## config.mk

```make
export PLATFORM = sky130hd
export DESIGN_NAME = phy_locator
export DESIGN_NICKNAME = d
export VERILOG_FILES = /design/src/rtl/phy_locator_pkg.sv /design/src/rtl/phy_reply_qual.sv /design/src/rtl/phy_locator_seq.sv /design/src/rtl/phy_locator.sv
export SDC_FILE = /design/constraint.sdc
export NUM_CORES = 1
export LEC_CHECK = 0
export BUFFER_PORTS_ARGS = -buffer_cell sky130_fd_sc_hd__buf_2
export CAP_MARGIN = 15
export CORE_ASPECT_RATIO = 0.5
export CORE_MARGIN = 10
export CORE_UTILIZATION = 35
export DETAILED_ROUTE_END_ITERATION = 10
export GPL_TIMING_DRIVEN = 0
export SYNTH_ARGS = -nofsm -noshare
export SYNTH_HDL_FRONTEND = slang
export SYNTH_HIERARCHICAL = 1
export SYNTH_SLANG_ARGS = --single-unit
```

## constraint.sdc

```tcl
create_clock -name clk -period 2.6 [get_ports clk]
set_input_delay 0.52 -clock clk [delete_from_list [all_inputs] [get_ports clk]]
set_output_delay 0.52 -clock clk [all_outputs]
set_load 0.005 [all_outputs]
```

## src/rtl/phy_locator_pkg.sv

```systemverilog
// Shared types and defaults for the PHY address locator.
// Assumes a 5-bit management address space and 16-bit register data.
package phy_locator_pkg;
    localparam int unsigned ADDR_W_DEF = 5;
    localparam int unsigned DATA_W_DEF = 16;
    localparam logic [4:0] STATUS_REG_DEF = 5'd1;
    localparam logic [15:0] CAP_MASK_DEF = 16'h1808;

    typedef enum logic [1:0] {
        ST_IDLE = 2'd0,
        ST_READ = 2'd1,
        ST_GAP  = 2'd2
    } loc_state_t;
endpackage

```

## src/rtl/phy_reply_qual.sv

```systemverilog
// Reply qualifier: decides whether a status word identifies a usable PHY.
// A word passes when it is not all ones and carries every bit of CAP_MASK.
// Purely combinational; assumes the caller samples it only with a valid reply.
module phy_reply_qual #(
    parameter int unsigned DATA_W = 16,
    parameter logic [DATA_W-1:0] CAP_MASK = 16'h1808
) (
    input  logic [DATA_W-1:0] reply,
    output logic              pass
);
    localparam logic [DATA_W-1:0] ALL_ONES = '1;

    // Reject an absent device, then require every capability bit.
    always_comb begin
        pass = (reply != ALL_ONES) && ((reply & CAP_MASK) == CAP_MASK);
    end
endmodule

```

## src/rtl/phy_locator_seq.sv

```systemverilog
// Search sequencer: probes the preset address (optional), then scans
// from the top address downward, one read at a time, and records the result.
// Assumes rd_ack is a single-cycle pulse that only arrives while rd_req is high.
module phy_locator_seq
    import phy_locator_pkg::*;
#(
    parameter int unsigned ADDR_W = 5
) (
    input  logic              clk,
    input  logic              rst_n,
    input  logic              start,
    input  logic              preset_en,
    input  logic [ADDR_W-1:0] preset_addr,
    input  logic              rd_ack,
    input  logic              reply_pass,
    output logic              rd_req,
    output logic [ADDR_W-1:0] rd_phy,
    output logic              busy,
    output logic              done,
    output logic              found,
    output logic              not_found,
    output logic [ADDR_W-1:0] phy_addr
);
    localparam logic [ADDR_W-1:0] TOP_ADDR = '1;
    localparam logic [ADDR_W-1:0] LOW_ADDR = '0;

    loc_state_t        state;
    logic [ADDR_W-1:0] cur_addr;
    logic              on_preset;
    logic              found_q;
    logic              nf_q;
    logic              done_q;
    logic [ADDR_W-1:0] addr_q;

    // Main search state machine and result registers.
    always_ff @(posedge clk) begin
        if (!rst_n) begin
            state     <= ST_IDLE;
            cur_addr  <= LOW_ADDR;
            on_preset <= 1'b0;
            found_q   <= 1'b0;
            nf_q      <= 1'b0;
            done_q    <= 1'b0;
            addr_q    <= LOW_ADDR;
        end else begin
            done_q <= 1'b0;
            unique case (state)
                ST_IDLE: begin
                    if (start) begin
                        state     <= ST_READ;
                        cur_addr  <= preset_en ? preset_addr : TOP_ADDR;
                        on_preset <= preset_en;
                        found_q   <= 1'b0;
                        nf_q      <= 1'b0;
                        addr_q    <= LOW_ADDR;
                    end
                end
                ST_READ: begin
                    if (rd_ack) begin
                        if (reply_pass) begin
                            found_q <= 1'b1;
                            addr_q  <= cur_addr;
                            done_q  <= 1'b1;
                            state   <= ST_IDLE;
                        end else if (on_preset) begin
                            on_preset <= 1'b0;
                            cur_addr  <= TOP_ADDR;
                            state     <= ST_GAP;
                        end else if (cur_addr == LOW_ADDR) begin
                            nf_q   <= 1'b1;
                            addr_q <= LOW_ADDR;
                            done_q <= 1'b1;
                            state  <= ST_IDLE;
                        end else begin
                            cur_addr <= cur_addr - 1'b1;
                            state    <= ST_GAP;
                        end
                    end
                end
                ST_GAP: begin
                    state <= ST_READ;
                end
                default: state <= ST_IDLE;
            endcase
        end
    end

    // Output decode from registered state.
    always_comb begin
        rd_req    = (state == ST_READ);
        rd_phy    = cur_addr;
        busy      = (state != ST_IDLE);
        done      = done_q;
        found     = found_q;
        not_found = nf_q;
        phy_addr  = addr_q;
    end
endmodule

```

## src/rtl/phy_locator.sv

```systemverilog
// Top of the PHY address locator: joins the reply qualifier to the
// search sequencer and drives a fixed register number on the read port.
// Assumes a read master that acknowledges each request exactly once.
module phy_locator
    import phy_locator_pkg::*;
#(
    parameter int unsigned       ADDR_W     = ADDR_W_DEF,
    parameter int unsigned       DATA_W     = DATA_W_DEF,
    parameter logic [4:0]        STATUS_REG = STATUS_REG_DEF,
    parameter logic [DATA_W-1:0] CAP_MASK   = CAP_MASK_DEF
) (
    input  logic              clk,
    input  logic              rst_n,
    input  logic              start,
    input  logic              preset_en,
    input  logic [ADDR_W-1:0] preset_addr,
    output logic              rd_req,
    output logic [ADDR_W-1:0] rd_phy,
    output logic [4:0]        rd_reg,
    input  logic              rd_ack,
    input  logic [DATA_W-1:0] rd_data,
    output logic              busy,
    output logic              done,
    output logic              found,
    output logic              not_found,
    output logic [ADDR_W-1:0] phy_addr
);
    logic reply_pass;

    // Every probe targets the status register.
    always_comb rd_reg = STATUS_REG;

    phy_reply_qual #(
        .DATA_W   (DATA_W),
        .CAP_MASK (CAP_MASK)
    ) u_qual (
        .reply (rd_data),
        .pass  (reply_pass)
    );

    phy_locator_seq #(
        .ADDR_W (ADDR_W)
    ) u_seq (
        .clk         (clk),
        .rst_n       (rst_n),
        .start       (start),
        .preset_en   (preset_en),
        .preset_addr (preset_addr),
        .rd_ack      (rd_ack),
        .reply_pass  (reply_pass),
        .rd_req      (rd_req),
        .rd_phy      (rd_phy),
        .busy        (busy),
        .done        (done),
        .found       (found),
        .not_found   (not_found),
        .phy_addr    (phy_addr)
    );
endmodule

```

==> impl_metrics.csv <==
group,metric,value,unit
outcome,status,"finished clean",
worst_hold_path,hp-class,"flop to flop",
global_route,overflow,0,
synth,ys_seq_area_frac,0.323,
routing,drc,0,
setup_path,cp.buffers_inverters,2,
setup_path,crit_slowest_cell,"a211oi_4",
finish,mostFrequentLayoutCell,"buf_2",
setup_path,worstPathArrival,2200,ps
power_and_ir_drop,comb_power_share,0.276,
setup_path,cp-start-kind,"input pin",
setup_path,setup.worst_path.start,"rd_data[5]",
synth,ys_types,42,
routing,vias,975,
setup_path,path_cells,"buf_2 > nand4_1 > nor4_1 > nor2_1 > clkbuf_1 > and4b_4 > a211oi_4 > mux2i_1 > nor2b_1",
finish,fill_cells,269,
finish,final-seq-area,320,µm²
clock_tree,root_buffer,"clkbuf_8",
synth,synth_fa_ha_area_frac,0.0126,
run,drv_cap,0,
finish,multiInputGateArea,599,µm²
synth,synth_edf_count,0,
setup_path,endpoint,"u_seq/phy_addr[4]$_SDFFE_PN0P_",
clock_tree,post_cts_buffers,0,
finish,synthToLayoutAreaGrowth,30.2,%
clock_tree,hold_buffers,0,
place,gp_congestion,0.819,
synth,synth_xor_area_frac,0,
synth,synth_cells,112,
clock_tree,cts_resized,0,
global_route,grt_pass1_wl,4.49,mm
sta,hold_viol_final,0,
synth,yosys.area_share.simple,0.351,
place,dp_hpwl,2.25,mm
setup_path,rr_startpoint,"u_seq/rd_phy[0]$_SDFFE_PN0P_",
synth,netlist_area,991,µm²
clock_tree,cts_buffer_depth,2,
routing,drtAntennaViolNets,0,
clock_tree,clock-sinks,16,
sta,setup_violations,0,
floorplan,start_util,0.374,
sta,clock.fmax,0.486,GHz
place,dpl-instance-area,1250,µm²
setup_path,required,2750,ps
sta,period_needed,2060,ps
setup_path,r2r_end,"u_seq/phy_addr[4]$_SDFFE_PN0P_",
sta,tns,0,ps
finish,diodes,0,
power_and_ir_drop,ir_worst_vdd,0.000183,V
routing,vias_per_cell,5.00,
place,io_buffers,40,
global_route,grt_max_degree,11,
floorplan,core_area,2650,µm²
setup_path,worst-r2r-cell-count,6,
power_and_ir_drop,p_clk_frac,0.291,
power_and_ir_drop,p_int,451,µW
routing,first_iter_violations,69,
synth,avgSynthCellArea,8.85,µm²
power_and_ir_drop,pwr-share-seq,0.433,
synth,yosys_warnings,6,
floorplan,die_w,95.3,µm
power_and_ir_drop,power,652,µW
clock_tree,insertion_delay,250,ps
global_route,grt_pass1_vias,916,
synth,yosys-mux-area-fraction,0.0505,
floorplan,rows,13,
global_route,antenna_found_initial,0,
clock_tree,htreeDepth,1,
power_and_ir_drop,power.density,505,nW/µm²
floorplan,io_pins,46,
sta,fin_skew,1.06,ps
routing,routedWlPerCell,14.3,µm
power_and_ir_drop,swShare,0.308,
global_route,grtUsageTotal,0.101,
setup_path,r2r_slack,870,ps
finish,design_area,1290,µm²
routing,wirelength,2.80,mm
floorplan,design.die.area,5490,µm²
synth,synthFlopType,"dfxtp_1",
synth,synth_compound_area_frac,0.172,
finish,nets,187,
finish,fin_util,0.487,
routing,first_pass_iters,4,
power_and_ir_drop,leakagePower,0.600,nW
setup_path,max_stage_delay,410,ps
sta,rsz0062_at_grt,"false",
setup_path,crit_cells,9,
floorplan,fp.dieH,57.6,µm
finish,drive_above_1_share,0.386,
clock_tree,cts_tree,"done",
finish,final_cell_mix,"buf_2 (40), dfxtp_1 (16), nand2_1 (10), nor3_1 (8)",
clock_tree,cts-buffers-inserted,3,
sta,drv_slew,0,
sta,fin_crit_sh,0.792,
clock_tree,clk_pin_slew,60,ps
synth,async_flop_share,0,
synth,ys_ff_latch,16,
setup_path,cp_max_fo,10,
setup_path,worst_setup_path_end_kind,"flop",
setup_path,critical_path_class,"input pin to flop",
setup_path,critPathTopFamily,"simple AND/OR/NAND/NOR gates",
synth,synth_top_family_by_area,"simple AND/OR/NAND/NOR gates",
power_and_ir_drop,p_switching,200,µW
## how the worst min path moves through the flow
stage | startpoint | to | slack (ps) | cells after the start
2_1_floorplan | u_seq/rd_phy[1]$_SDFFE_PN0P_ | u_seq/rd_phy[1]$_SDFFE_PN0P_ | 500 | 2
3_3_place_gp | u_seq/phy_addr[4]$_SDFFE_PN0P_ | u_seq/phy_addr[4]$_SDFFE_PN0P_ | 500 | 2
3_5_place_dp | u_seq/phy_addr[0]$_SDFFE_PN0P_ | u_seq/phy_addr[0]$_SDFFE_PN0P_ | 510 | 2
4_1_cts | u_seq/phy_addr[1]$_SDFFE_PN0P_ | u_seq/phy_addr[1]$_SDFFE_PN0P_ | 520 | 2
5_1_grt | u_seq/not_found$_SDFFE_PN0P_ | u_seq/not_found$_SDFFE_PN0P_ | 560 | 2
6_report | u_seq/phy_addr[0]$_SDFFE_PN0P_ | u_seq/phy_addr[0]$_SDFFE_PN0P_ | 510 | 2
## power by group through the flow
stage	combinational (mW)	sequential (mW)	clock, mW
2_1_floorplan	0.120	0.284	0
3_3_place_gp	0.178	0.288	0
3_5_place_dp	0.180	0.288	0
4_1_cts	0.181	0.282	0.196
5_1_grt	0.200	0.285	0.207
6_report	0.180	0.282	0.189
## synth_stat cells (2+ instances only)
library cell | instances | area [µm²]
dfxtp_1 | 16 | 320
nand2_1 | 10 | 37.5
nor3_1 | 8 | 40.0
buf_4 | 6 | 45.0
nor2b_1 | 6 | 37.5
and3_1 | 5 | 31.3
mux2i_1 | 5 | 50.1
nor2_1 | 5 | 18.8
inv_1 | 4 | 15.0
a21oi_1 | 3 | 15.0
a31oi_1 | 3 | 18.8
a21boi_1 | 2 | 15.0
clkbuf_1 | 2 | 7.51
conb_1 | 2 | 7.51
nand3_1 | 2 | 10.0
nand4_1 | 2 | 12.5
nor3b_1 | 2 | 15.0
nor4_1 | 2 | 12.5
o2111ai_1 | 2 | 17.5
o21ai_0 | 2 | 10.0
o221a_1 | 2 | 22.5
## per-layer routing
layer,part of all wire,track usage,wire [µm]
met5,0,0,0
met2,0.43,0.160,1210
met3,0.12,0.0475,339
met1,0.44,0.117,1230
met4,0.0079,0.0318,22
## layout make-up
cell class	count	area share
sequential	16	0.248
multi-input combinational	85	0.465
inverter	5	0.0145
timing repair buffer	40	0.155
buffer	9	0.0495
clock buffer	3	0.0320
tap	37	0.0359
## cells by family after synthesis
| group | after synthesis |
|---|---|
| buffers and inverters | 14 |
| other | 2 |
| AO/OA/AOI/OAI | 21 |
| adder cells (fa/ha/maj) | 1 |
| AND/OR/NAND/NOR | 53 |
| multiplexers | 5 |
| flip-flops | 16 |
## worst reg2reg max path, cell delays in order, from the launching register on
cell and delay [ps]:
dfxtp_1 410, inv_1 70, ha_1 230, nor4b_2 190
a211oi_4 430, mux2i_1 230, nor2b_1 60
## registers in the layout, indices dropped and copies added, names as in the netlist
register	count
u_seq/phy_addr	5
u_seq/rd_phy	5
u_seq/state	2
u_seq/done	1
u_seq/found	1
u_seq/not_found	1
u_seq/on_preset	1
## stage by stage
step                hold slack (ps)  cells  worst slack (ps)
global placement                500    192               270
floorplan                       499    115               586
global route                    555    195               348
detailed placement              505    192               256
CTS                             522    195               524
finish                          514    195               542
Power figures use the tool's default switching activity.
